**config.mk**
```make
export PLATFORM = sky130hd
export DESIGN_NAME = fmac_round_unit
export DESIGN_NICKNAME = d
export VERILOG_FILES = /design/src/rtl/fmac_pkg.sv /design/src/rtl/fmac_mult.sv /design/src/rtl/fmac_round.sv /design/src/rtl/fmac_round_unit.sv
export SDC_FILE = /design/constraint.sdc
export NUM_CORES = 1
export LEC_CHECK = 0
export CAP_MARGIN = 40
export CELL_PAD_IN_SITES_DETAIL_PLACEMENT = 0
export CELL_PAD_IN_SITES_GLOBAL_PLACEMENT = 1
export CORE_MARGIN = 2
export CORE_UTILIZATION = 50
export CTS_BUF_LIST = sky130_fd_sc_hd__clkbuf_8 sky130_fd_sc_hd__clkbuf_16
export CTS_CLUSTER_SIZE = 10
export DETAILED_ROUTE_END_ITERATION = 10
export PLACE_DENSITY = 0.88
export SYNTH_ARGS = -nofsm -noshare
export SYNTH_HDL_FRONTEND = slang
export SYNTH_SLANG_ARGS = --single-unit
```
**constraint.sdc**
```tcl
create_clock -name clk_i -period 1.42 [get_ports clk_i]
set_clock_uncertainty 0.05 [all_clocks]
set_input_delay 0.355 -clock clk_i [delete_from_list [all_inputs] [get_ports clk_i]]
set_output_delay 0.355 -clock clk_i [all_outputs]
set_load 0.01 [all_outputs]
```
**src/rtl/fmac_pkg.sv**
```systemverilog
package fmac_pkg;
  typedef enum logic [1:0] {
    SCL_NONE = 2'b00,
    SCL_DOWN = 2'b01,
    SCL_UP   = 2'b10,
    SCL_RSVD = 2'b11
  } scale_e;
endpackage

```
**src/rtl/fmac_mult.sv**
```systemverilog
module fmac_mult #(
  parameter int HALF_W = 16
) (
  input  logic [HALF_W-1:0]   op_a_i,
  input  logic [HALF_W-1:0]   op_b_i,
  output logic [2*HALF_W-1:0] frac_o
);
  localparam int PW = 2 * HALF_W;
  localparam logic [HALF_W-1:0] MIN_H = {1'b1, {(HALF_W-1){1'b0}}};

  logic signed [PW-1:0] prod;
  logic                 both_min;

  assign prod     = $signed(op_a_i) * $signed(op_b_i);
  assign both_min = (op_a_i == MIN_H) && (op_b_i == MIN_H);
  // -1.0 * -1.0 does not fit Q31: clamp to max positive
  assign frac_o   = both_min ? {1'b0, {(PW-1){1'b1}}} : (prod <<< 1);
endmodule

```
**src/rtl/fmac_round.sv**
```systemverilog
module fmac_round
  import fmac_pkg::*;
#(
  parameter int ACC_W  = 40,
  parameter int HALF_W = 16
) (
  input  logic [ACC_W-1:0]    acc_i,
  input  logic [2*HALF_W-1:0] frac_i,
  input  logic                sub_i,
  input  logic                twos_i,
  input  logic                sat_i,
  input  scale_e              scale_i,
  output logic [ACC_W-1:0]    res_o,
  output logic                limit_o,
  output logic                ovf_o
);
  localparam int PW    = 2 * HALF_W;
  localparam int EXT_W = ACC_W - PW;
  localparam int WW    = ACC_W + 2;
  localparam logic [ACC_W-1:0] POS_MAX = {{(EXT_W+1){1'b0}}, {(HALF_W-1){1'b1}}, {HALF_W{1'b0}}};
  localparam logic [ACC_W-1:0] NEG_MAX = {{(EXT_W+1){1'b1}}, {(PW-1){1'b0}}};
  localparam logic [WW-1:0]    ONE     = {{(WW-1){1'b0}}, 1'b1};

  logic [WW-1:0]    acc_x, frac_x, sum, full, rc, low_mask;
  logic [ACC_W-1:0] rnd, clr_mask;
  logic [5:0]       rpos, clr_w;
  logic             tie, ovf40, fit_none, fit_down, fit_up, lim, clip;

  assign acc_x  = {{2{acc_i[ACC_W-1]}}, acc_i};
  assign frac_x = {{(WW-PW){frac_i[PW-1]}}, frac_i};
  assign sum    = sub_i ? (acc_x - frac_x) : (acc_x + frac_x);

  always_comb begin
    unique case (scale_i)
      SCL_DOWN: rpos = 6'(HALF_W + 1);
      SCL_UP:   rpos = 6'(HALF_W - 1);
      default:  rpos = 6'(HALF_W);
    endcase
    clr_w = (rpos > 6'(HALF_W)) ? rpos : 6'(HALF_W);
  end

  assign rc       = ONE << (rpos - 6'd1);
  assign low_mask = (ONE << rpos) - ONE;
  assign tie      = (sum & low_mask) == rc;
  assign full     = sum + rc;
  assign ovf40    = !((&full[WW-1:ACC_W-1]) || !(|full[WW-1:ACC_W-1]));
  assign clr_mask = ACC_W'((ONE << clr_w) - ONE);

  always_comb begin
    rnd = full[ACC_W-1:0];
    if (!twos_i && tie) rnd[rpos] = 1'b0;
    rnd = rnd & ~clr_mask;
  end

  assign fit_none = (&rnd[ACC_W-1:PW-1]) || !(|rnd[ACC_W-1:PW-1]);
  assign fit_down = (&rnd[ACC_W-1:PW])   || !(|rnd[ACC_W-1:PW]);
  assign fit_up   = (&rnd[ACC_W-1:PW-2]) || !(|rnd[ACC_W-1:PW-2]);

  always_comb begin
    unique case (scale_i)
      SCL_DOWN: lim = !fit_down;
      SCL_UP:   lim = !fit_up;
      default:  lim = !fit_none;
    endcase
  end

  assign clip    = sat_i && (ovf40 || !fit_none);
  assign res_o   = clip ? (full[WW-1] ? NEG_MAX : POS_MAX) : rnd;
  assign limit_o = sat_i ? 1'b0 : lim;
  assign ovf_o   = ovf40 || clip;
endmodule

```
**src/rtl/fmac_round_unit.sv**
```systemverilog
module fmac_round_unit
  import fmac_pkg::*;
#(
  parameter int HALF_W = 16,
  parameter int EXT_W  = 8,
  localparam int DW    = 2 * HALF_W,
  localparam int ACC_W = DW + EXT_W
) (
  input  logic             clk_i,
  input  logic             rst_ni,
  input  logic             valid_i,
  input  logic [DW-1:0]    src_a_i,
  input  logic [DW-1:0]    src_b_i,
  input  logic [ACC_W-1:0] acc_i,
  input  logic             sub_i,
  input  logic             rnd_twos_i,
  input  logic             sat_en_i,
  input  logic [1:0]       scale_i,
  output logic             valid_o,
  output logic [ACC_W-1:0] acc_o,
  output logic             limit_o,
  output logic             ovf_o
);
  logic [DW-1:0]    frac;
  logic [ACC_W-1:0] res;
  logic             lim, ovf_ev, unused_low;

  assign unused_low = ^{src_a_i[HALF_W-1:0], src_b_i[HALF_W-1:0]};

  fmac_mult #(.HALF_W(HALF_W)) u_mult (
    .op_a_i (src_a_i[DW-1:HALF_W]),
    .op_b_i (src_b_i[DW-1:HALF_W]),
    .frac_o (frac)
  );

  fmac_round #(.ACC_W(ACC_W), .HALF_W(HALF_W)) u_round (
    .acc_i   (acc_i),
    .frac_i  (frac),
    .sub_i   (sub_i),
    .twos_i  (rnd_twos_i),
    .sat_i   (sat_en_i),
    .scale_i (scale_e'(scale_i)),
    .res_o   (res),
    .limit_o (lim),
    .ovf_o   (ovf_ev)
  );

  always_ff @(posedge clk_i or negedge rst_ni) begin
    if (!rst_ni) begin
      valid_o <= 1'b0;
      acc_o   <= '0;
      limit_o <= 1'b0;
      ovf_o   <= 1'b0;
    end else begin
      valid_o <= valid_i;
      ovf_o   <= ovf_o | (valid_i & ovf_ev);
      if (valid_i) begin
        acc_o   <= res;
        limit_o <= lim;
      end
    end
  end


  min_prod_chk: assert property (@(posedge clk_i) disable iff (!rst_ni)
    (src_a_i[DW-1:HALF_W] == {1'b1, {(HALF_W-1){1'b0}}} &&
     src_b_i[DW-1:HALF_W] == {1'b1, {(HALF_W-1){1'b0}}})
    |-> frac == {1'b0, {(DW-1){1'b1}}});


  low_zero_chk: assert property (@(posedge clk_i) disable iff (!rst_ni)
    valid_o |-> acc_o[HALF_W-1:0] == '0);


  sat_lim_chk: assert property (@(posedge clk_i) disable iff (!rst_ni)
    (valid_i && sat_en_i) |=> !limit_o);


  sat_range_chk: assert property (@(posedge clk_i) disable iff (!rst_ni)
    (valid_i && sat_en_i) |=> ((&acc_o[ACC_W-1:DW-1]) || !(|acc_o[ACC_W-1:DW-1])));


  ovf_sticky_chk: assert property (@(posedge clk_i) disable iff (!rst_ni)
    ovf_o |=> ovf_o);


  idle_hold_chk: assert property (@(posedge clk_i) disable iff (!rst_ni)
    !valid_i |=> ($stable(acc_o) && $stable(limit_o) && !valid_o));
endmodule

```
==> metrics, run 1 <==
Post-synth top flop dfrtp_1; final worst slack -9.79 ns; clock period minus worst slack about 11 ns; TritonCTS sink count 43; Vias/cell ~5.7; Synth cell types between 100 and 150; Worst Setup End Kind flip-flop; largest fanout on the critical path 7; total wire length roughly 68,000 µm; DR vias approximately 21,000; DIE AREA 40,500 µm²; Port Buffers roughly 120; first-pass detailed-route iteration total 6; HP Class input port to async pin; Post-Syn Area 19,400 µm²; max frequency a little under 0.09 GHz; drt wl/cell 18.1 µm; number of global-route vias before repair 22,400; slowest stage delay, CP roughly 0.52 ns; Post-synth EDFFs 0; DRT iter0 DRCs between 2,000 and 2,500; layout cells sized above 1 0.330; root buffer cell clkbuf_16; largest area contributor in the netlist fa_1; critical path class input port to flip-flop; first-pass GRT wire length between 100,000 and 150,000 µm; failing checks setup timing; final hold vios 0; initial antenna violation count 0; synth top area cells fa_1 (27%), ha_1 (11%), inv_1 (7.2%); slowest stage cell, crit path fa_1; synth warn 0; RSZ-0062 raised after global routing true; ANT nets after route 0; top cell type's share of synthesized area 0.266; Setup-failing EPs final 42; largest net degree at the start of global routing between 40 and 50; Syn Area/Cell approximately 8 µm²; cts hold-fix bufs 0; #FFs+latches synth 43; Slew HR 0.561; DRC viols 0; Die Ht ~200 µm; worst endpoint required time roughly 1.6 ns; H-tree depth 2; Worst setup SP type input port; Ports between 150 and 200; R2R Setup Slk 0.41 ns; DPL Wire Length 51,700 µm; CTS tree done; max_cap viols 0; Die Width 201 µm; clk_lat worst skew roughly 0.29 ns; # diodes 0; fillers around 2,800; Nets ~3,800; post-synthesis sequential area ratio 0.0553; Critical Path AT approximately 11 ns; dpl ws -10.86 ns; CTS Buffer Depth 2; status complete, but fails checks; Total Routing Usage GR 0.334; Worst-path clk slew about 0.070 ns; Final Cycle Share 7.89; clock buffers created by TritonCTS 5; Initial Util 0.504; Rows 72; area grow syn2layout 46.1%; core box area between 30,000 and 40,000 µm²; grt total ovfl 0; hold_ws 0.0708 ns; pins over their slew limit 0; Post-synth ARST share 1.00; Post-Syn Instances between 2,000 and 2,500; Worst Max-Slew Pin Slew 0.651 ns; RePlAce Congestion between 1 and 1.5
==> cell type report <==
cell class	count	area (µm²)	area share
sequential	43	1080	0.0379
clock buffer	5	125	0.00441
clock inverter	3	63.8	0.00225
multi-input combinational	1929	17900	0.632
tap	518	648	0.0228
timing repair buffer	872	7130	0.251
inverter	377	1420	0.0500
==> cell usage in the layout (no fill, tap or decap), drive strengths merged, types with 39 or more instances in the layout <==
master and instances:
buf 769, inv 375, fa 258, nand2 249, ha 173, a21oi 148, and2 137, nor2 132
o21ai 90, xnor2 72, a21o 48, clkdlybuf4s50 47, dlygate4sd2 44, dfrtp 43, nand3 41, xor2 40
a211oi 40, nor3 39
==> logic make-up (layout without fill, tap and decap cells) <==
group	after synthesis	after routing	share of synthesized area
and+or+nand+nor	773	774	0.204
AOI/OAI and AO/OA	564	568	0.200
buffers and inverters	492	1257	0.0994
adders and majority gates	431	431	0.377
xor gates and xnor gates	114	114	0.0528
DFF	43	43	0.0553
muxes	21	21	0.0112
other	1	21	0.000193
==> cells in the mapped netlist (all sizes together), types with 6 or more instances <==
master / count
xor2: 40
a211o: 14
nand2: 248
xnor2: 72
o22a: 22
nor4: 18
nor2: 132
dfrtp: 43
o22ai: 9
and2: 137
buf: 15
fa: 258
a2111oi: 6
o211ai: 23
o31a: 9
a21o: 47
o21bai: 9
or3: 12
nand2b: 19
clkbuf: 95
nor3: 39
or2: 10
a32o: 11
nand3b: 6
a211oi: 40
o21ai: 90
nor2b: 19
nand4: 24
ha: 173
o211a: 6
a41o: 6
and4: 11
o31ai: 7
nor4b: 8
inv: 375
a21oi: 148
mux2i: 18
o21a: 24
a31oi: 21
nand3: 41
and3: 24
o2111ai: 7
a221oi: 8
==> flip-flops by register name, indices dropped and copies added (netlist names) <==
name and count:
valid_o 1, ovf_o 1, acc_o 40, limit_o 1
==> metal layers <==
| layer | share of wire | global-route usage | vias up | wire length, µm |
|---|---|---|---|---|
| met5 | 0 | 0 | - | 0 |
| met4 | 0.024 | 0.0798 | 0 | 1650 |
| met3 | 0.082 | 0.0543 | 144 | 5580 |
| met2 | 0.47 | 0.559 | 932 | 31800 |
| met1 | 0.42 | 0.454 | 10500 | 28700 |
| li1 | - | - | 9827 | - |
==> through the flow <==
stage	std cells	utilization	instance area [µm²]	TNS, ns
2_1_floorplan	2459	-	20000	-405.19
4_1_cts	3733	0.724	27900	-397.53
5_1_grt	3747	0.737	28400	-426.78
3_5_place_dp	3629	0.678	26100	-451.21
3_3_place_gp	3629	0.678	26100	-439.28
6_report	3747	0.737	28400	-407.25
==> critical path: cells and delay by family <==
kind	cells	cell delay, ns
fa+ha+maj	9	3.68
simple gates	15	3.23
compound gates	11	2.25
buf+inv	12	1.49
mux	1	0.30
==> path summary, 6_finish.rpt <==
| check | startpoint | end | cells after the start |
|---|---|---|---|
| worst max-delay path | src_b_i[27] | acc_o[33] | 48 |
| worst min-delay path | rst_ni | acc_o[4] | 2 |
| worst max register to register | acc_o[17] | acc_o[17] | 2 |
| worst min register to register | acc_o[23] | acc_o[23] | 1 |
| max in group asynchronous | rst_ni | acc_o[32] | 2 |
| min in group clk_i | acc_o[23] | acc_o[23] | 1 |
==> what timing repair did <==
item	in CTS	in global routing
gates cloned	13	1
hold endpoints to repair	0	0
pin swaps	214	87
setup endpoints to repair	85	45
buffers inserted	85	17
resized for setup	369	115
Power of run 1 is left out: the tool's default activity adds up to more than one toggle a clock period on the data nets, which glitch-free logic cannot reach.
==> inputs of run 2 (changes only) <==
- REMOVE_ABC_BUFFERS: not set -> 1
==> run 2 against run 1 <==
  * The run still ends with setup timing left
  * Global-route usage down 1.7 points
  * Die area unchanged
  * Clock-buffer cell count unchanged
  * Hold slack gained 0.37 ns
  * Critical path depth stayed put
==> metrics, run 2 (same netlist as run 1, synthesis figures left out) <==
HP Class flip-flop to flip-flop; Rows 72; Nets 3,772; root buffer cell clkbuf_16; cell mode on critical path buf_4; slowest stage cell, crit path fa_1; most frequent cells in the layout buf_4 (718), inv_1 (348), fa_1 (248); DIE AREA between 40,000 and 50,000 µm²; initial antenna violation count 0; CTS Buffer Depth 2; number of flip-flops in the largest register 40; clock period minus worst slack ~11 ns; DRC viols 0; DR vias about 21,000; Worst Setup End Kind flip-flop; area grow syn2layout 43.7%; RePlAce Congestion about 1; Sum Neg Setup Slack -417.38 ns; Die Ht between 200 and 250 µm; # diodes 0; Worst-path clk slew ~0.070 ns; clock buffers created by TritonCTS 5; largest net degree at the start of global routing between 40 and 50; Ports around 160; worst endpoint required time roughly 1.6 ns; Initial Util 0.504; Worst Max-Slew Pin Slew slightly below 0.7 ns; failing checks setup timing; status complete, but fails checks; max frequency a little under 0.09 GHz; R2R Setup Slk 0.38 ns; clk_lat worst skew approximately 0.28 ns; Slew HR 0.546; first-pass detailed-route iteration total 6; slowest stage delay, CP ~0.55 ns; Critical Path AT around 12 ns; number of global-route vias before repair ~22,000; CTS tree done; Final Cycle Share 8.06; H-tree depth 2; Vias/cell 5.64; DPL Wire Length between 50,000 and 60,000 µm; dpl ws -11.23 ns; Port Buffers roughly 120; total wire length approximately 65,000 µm; drt wl/cell 17.4 µm; TritonCTS sink count 43; DRT iter0 DRCs 1,540; critical path class input port to flip-flop; max_cap viols 0; core box area ~39,000 µm²; fillers roughly 3,000; RSZ-0062 raised after global routing true; Die Width between 200 and 250 µm; ANT nets after route 0; layout cells sized above 1 0.316; commonest non-fill, non-tap cell in the layout buf_4; grt total ovfl 0; Total Routing Usage GR 0.317; first-pass GRT wire length between 100,000 and 150,000 µm; largest fanout on the critical path 5; Setup-failing EPs final 42; Biggest register acc_o; final worst slack -10.03 ns; final hold vios 0; pins over their slew limit 0; Worst setup SP type input port
## run 2: changes by cell type in the layout (fill, tap and decap cells not counted), sizes merged, moves of 2 or more
cell and delta:
clkdlybuf4s50 +2, dlygate4sd2 -3, clkbuf +10, clkinv +2, buf -14, dlymetal6s2s +5, clkdlybuf4s15 +2
## run 2: final timing paths
path	startpoint	endpoint	cells after the start
max	src_b_i[28]	acc_o[27]	48
min	acc_o[6]	acc_o[6]	1
min reg2reg	acc_o[6]	acc_o[6]	1
min in group asynchronous	rst_ni	acc_o[4]	3
max in group asynchronous	rst_ni	acc_o[35]	3
max reg2reg	acc_o[17]	acc_o[17]	2
## run 2: per-layer routing
layer  wire length [µm]  global-route usage
met1              27900               0.431
met2              30300               0.523
met3               5440              0.0609
met4               1740              0.0772
met5                  0                   0
## run 2: metrics by stage
step,std cells,instance area [µm²],hold WS [ns],util
final,3748,27900,0.439,0.725
after global routing,3748,27900,0.460,0.725
after CTS,3711,27000,0.00280,0.701
after detailed placement,3662,26000,0.308,0.674
after global placement,3662,26000,0.282,0.674
after floorplan,2344,19000,0.00941,-
## run 2: area by class of cell
cell class,instances,area (µm²),area share
Clock buffer,5,125,0.00448
Clock inverter,3,43.8,0.00157
Inverter,377,1420,0.0507
Multi-Input combinational cell,1927,17700,0.634
Sequential cell,43,1080,0.0385
Tap cell,518,648,0.0232
Timing Repair Buffer,875,6910,0.247
## run 2: repair_timing
item                       CTS  global route
hold endpoints to repair     0             6
pin swaps                  121           151
setup endpoints to repair   85            48
gates cloned                 4             0
gates resized for setup    206           213
hold buffers                 0             1
setup buffers               44            38
## run 2: critical path: cells and delay by family
family          cells  cell delay, ns
fa+ha+maj           9            3.95
simple gates       13            2.52
compound gates     11            2.41
buf+inv            12            1.78
mux                 1            0.30
xor+xnor            2            0.27
Power of run 2 is left out for the same reason.
